## src/rtl/pe_pkg.sv

```systemverilog
`timescale 1ns/1ps
package pe_pkg;
  localparam int unsigned LANE_W_DEF = 8;
  localparam int unsigned LANES_DEF  = 4;
endpackage

```

## src/rtl/pe_scan.sv

```systemverilog
`timescale 1ns/1ps
module pe_scan #(
  parameter int unsigned W  = pe_pkg::LANE_W_DEF,
  localparam int unsigned IW = $clog2(W)
) (
  input  logic [W-1:0]  act,
  output logic [IW-1:0] top_idx,
  output logic          any
);
  // Later iterations override earlier ones, so the highest set bit wins.
  always_comb begin
    top_idx = '0;
    for (int i = 0; i < W; i++) begin
      if (act[i]) top_idx = IW'(i);
    end
  end

  assign any = |act;
endmodule

```

## src/rtl/pe_lane.sv

```systemverilog
`timescale 1ns/1ps
module pe_lane #(
  parameter int unsigned W  = pe_pkg::LANE_W_DEF,
  localparam int unsigned IW = $clog2(W)
) (
  input  logic [W-1:0]  req_n,
  input  logic          en_in_n,
  output logic [IW-1:0] code_n,
  output logic          gs_n,
  output logic          en_out_n
);
  logic [IW-1:0] idx;
  logic          any;
  logic          en;
  logic          hit;

  pe_scan #(.W(W)) u_scan (
    .act     (~req_n),
    .top_idx (idx),
    .any     (any)
  );

  assign en       = ~en_in_n;
  assign hit      = en & any;
  assign gs_n     = ~hit;
  assign en_out_n = ~(en & ~any);
  assign code_n   = hit ? ~idx : '1;
endmodule

```

## src/rtl/pe_merge.sv

```systemverilog
`timescale 1ns/1ps
module pe_merge #(
  parameter int unsigned LANES = pe_pkg::LANES_DEF,
  parameter int unsigned CW    = 3,
  localparam int unsigned UW   = $clog2(LANES)
) (
  input  logic [LANES-1:0]    lane_gs_n,
  input  logic [LANES*CW-1:0] lane_code_n,
  output logic [UW+CW-1:0]    code_n,
  output logic                gs_n
);
  logic [UW-1:0] up;
  logic [CW-1:0] lo_n;

  // Only one lane can claim at a time, so OR-ing lane numbers is exact.
  always_comb begin
    up = '0;
    for (int k = 0; k < LANES; k++) begin
      if (!lane_gs_n[k]) up = up | UW'(k);
    end
  end

  // Idle lanes drive all ones, so AND keeps only the claiming lane's code.
  always_comb begin
    lo_n = '1;
    for (int k = 0; k < LANES; k++) begin
      lo_n = lo_n & lane_code_n[k*CW +: CW];
    end
  end

  assign code_n = {~up, lo_n};
  assign gs_n   = &lane_gs_n;
endmodule

```

## src/rtl/pe_cascade.sv

```systemverilog
`timescale 1ns/1ps
module pe_cascade #(
  parameter int unsigned LANE_W = pe_pkg::LANE_W_DEF,
  parameter int unsigned LANES  = pe_pkg::LANES_DEF,
  localparam int unsigned N     = LANE_W * LANES,
  localparam int unsigned CW    = $clog2(LANE_W),
  localparam int unsigned OW    = $clog2(N)
) (
  input  logic [N-1:0]  req_n,
  input  logic          en_in_n,
  output logic [OW-1:0] code_n,
  output logic          gs_n,
  output logic          en_out_n
);
  logic [LANES:0]       chain_n;
  logic [LANES-1:0]     lane_gs_n;
  logic [LANES*CW-1:0]  lane_code_n;

  assign chain_n[LANES] = en_in_n;

  // Highest lane is first in the enable chain.
  for (genvar k = 0; k < LANES; k++) begin : g_lane
    pe_lane #(.W(LANE_W)) u_lane (
      .req_n    (req_n[k*LANE_W +: LANE_W]),
      .en_in_n  (chain_n[k+1]),
      .code_n   (lane_code_n[k*CW +: CW]),
      .gs_n     (lane_gs_n[k]),
      .en_out_n (chain_n[k])
    );
  end

  pe_merge #(.LANES(LANES), .CW(CW)) u_merge (
    .lane_gs_n   (lane_gs_n),
    .lane_code_n (lane_code_n),
    .code_n      (code_n),
    .gs_n        (gs_n)
  );

  assign en_out_n = chain_n[0];
endmodule

```

## config.mk

```make
export PLATFORM = sky130hd
export DESIGN_NAME = pe_cascade
export DESIGN_NICKNAME = d
export VERILOG_FILES = /design/src/rtl/pe_pkg.sv /design/src/rtl/pe_scan.sv /design/src/rtl/pe_lane.sv /design/src/rtl/pe_merge.sv /design/src/rtl/pe_cascade.sv
export SDC_FILE = /design/constraint.sdc
export NUM_CORES = 1
export LEC_CHECK = 0
export ABC_CLOCK_PERIOD_IN_PS = 3000
export BUFFER_PORTS_ARGS = -buffer_cell sky130_fd_sc_hd__buf_2
export CAP_MARGIN = 10
export CORE_AREA = 2 2 39 41
export DETAILED_ROUTE_END_ITERATION = 8
export DIE_AREA = 0 0 41 43
export PLACE_DENSITY = 0.77
export RECOVER_POWER = 25
export SLEW_MARGIN = 20
export SYNTH_ARGS = -nofsm -noshare
export SYNTH_HDL_FRONTEND = slang
export SYNTH_SLANG_ARGS = --single-unit
```

## constraint.sdc

```tcl
create_clock -name vclk -period 3
set_clock_uncertainty 0.15 [all_clocks]
set_input_delay 0.3 -clock vclk [all_inputs]
set_output_delay 0.3 -clock vclk [all_outputs]
set_load 0.01 [all_outputs]
```

==> summary.txt <==
Status - completed
CP Launch Type - primary input
Ys Warns - 0
Logic pwr share - 100.0%
Clock power share - 0%
GRT Util Overall - 12.49%
Area grow syn2layout - 64.10%
Slew headroom - 76.08%
Initial core utilization - 24.68%
Clock buffer cells - 0
Final Critical Period - 2020 ps
Pin count of the biggest net entering global routing - 9
Leakage - 0.2766 nW
Register area - 0 sq um
Placed Instances - 117
Vias in the first global route - 475
Switching power of the nets - 0.02925 mW
Internal - 0.02835 mW
DRT antenna net count - 0
Final worst path period share - 67.35%
First-pass GRT wire length - 1697 um
GR Util met1 - 17.41%
Final slew viol count - 0
DRC - 0
Setup_tns - 0 ps
Post-CTS Setup Inserts - 0
Worst-margin pin slew - 354.2 ps
Via count - 606
Met3 Use GR - 0%
DIE AREA - 1763 sq um
Buffers on Ports - 40
WL final - 1174 um
Fmax - 0.4950 GHz
Drt pass-1 iters - 4
Pwr/cell area - 102.8 nW/um^2
Gr busiest metal - met2
HP Class - in2out
Final Hold Fails - 0
Drt via density - 5.179
Dpl cell area - 561.8 sq um
Share of post-route cells with drive strength above 1 - 40.59%
Hpwl dp - 1030 um
Placer Congestion - 0.7669
Initial DRC count - 4
Die H - 43 um
GRT overflow - 0
# hold bufs at CTS - 0
WP data arrival - 1570 ps
Final Non-Filler Cells - 117
ANT cells - 0
Post-synthesis cell count - 61
Cell variety after synth - 22
I/O pin count - 40
Worst Setup End Kind - output pin
CP Class - in2out
# rows - 14
Fin util - 40.51%
Initial antenna violation count - 0
Final setup vio count - 0
Switching part of the total - 50.78%
Post-route setup slack - 979.6 ps
Crit path max fanout - 4
Syn Area/Cell - 5.600 sq um
Seq_cells - 0
Core footprint - 1384 sq um
RSZ-0062 raised after global routing - false
Die width - 41 um
Syn Nets - 94
Post-placement setup slack - 988.8 ps
Post-CTS sizing - 0
Final instance area - 560.5 sq um
Power share of the sequential group - 0%
Worst path required time - 2550 ps
Max-cap viol count - 0
Mapped Area - 341.6 sq um
Met2 usage - 21.88%
Final #Nets - 136
Post-synthesis sequential area ratio - 0%
Routed wire per std cell - 10.03 um
Peak supply drop - 0.02987 mV
## layout by cell type, fill, tap and decap left out, drive strengths merged
master and n:
buf 39, nand3 6, nand2b 1, nor2 4, or2b 1, clkbuf 1
nand4 8, a31oi 4, nor3b 1, nand2 6, o31ai 1, or2 1
inv 7, or3 1, a41o 1, o221ai 1, a21o 2, a21oi 1
nor2b 1, a311oi 1, o21ai 8, o311ai 1, o21bai 1, nor3 3
## power groups by stage
stage	registers, mW	clock network [mW]	logic [mW]
6_report	0	0	0.0576
5_1_grt	0	0	0.0646
4_1_cts	0	0	0.0580
3_5_place_dp	0	0	0.0577
3_3_place_gp	0	0	0.0564
2_1_floorplan	0	0	0.0209
## cell type report
class / instances / area, sq um
Tap cell: 16 / 20.02
Multi-Input combinational cell: 54 / 315.3
Inverter: 7 / 26.28
Timing Repair Buffer: 40 / 198.9
Fill cell: 165 / 823.3
## kinds of logic (layout without fill, tap and decap cells)
kind of cell           after synthesis  in the layout  share of synthesized area [%]
buffers and inverters                7             47                          7.694
AO/OA/AOI/OAI                       21             21                          39.93
AND/OR/NAND/NOR                     33             33                          52.38
## cells in the mapped netlist (2+ instances only)
| master | n | area, sq um |
|---|---|---|
| inv_1 | 7 | 26.28 |
| nand4_1 | 8 | 50.05 |
| o21ai_0 | 8 | 40.04 |
| nor3_1 | 3 | 15.01 |
| a31oi_1 | 4 | 25.02 |
| nand2_1 | 6 | 22.52 |
| nand3_1 | 6 | 30.03 |
| nor2_1 | 4 | 15.01 |
| a21o_1 | 2 | 15.01 |
## worst max-delay path, stage by stage
cell and delay [ps]:
buf_2 100, nand4_1 120, or3_4 360, o311ai_0 380, a311oi_1 150, buf_2 170
## path summary, 6_finish.rpt
path	from	to	slack, ps	depth (start not counted)
min	req_n[31]	code_n[1]	810	3
max	req_n[14]	code_n[0]	980	6
## routing by layer
layer	vias up	wire, um
li1	321	-
met1	263	541
met2	22	541
met3	0	90
met4	0	0
met5	-	0
## through the flow
stage	hold slack (ps)	total power, mW
finish	811.6	0.05760
global route	828.3	0.06461
CTS	810.8	0.05799
detailed placement	810.3	0.05770
global placement	807.5	0.05639
floorplan	552.3	0.02091
Power figures use the tool's default switching activity.
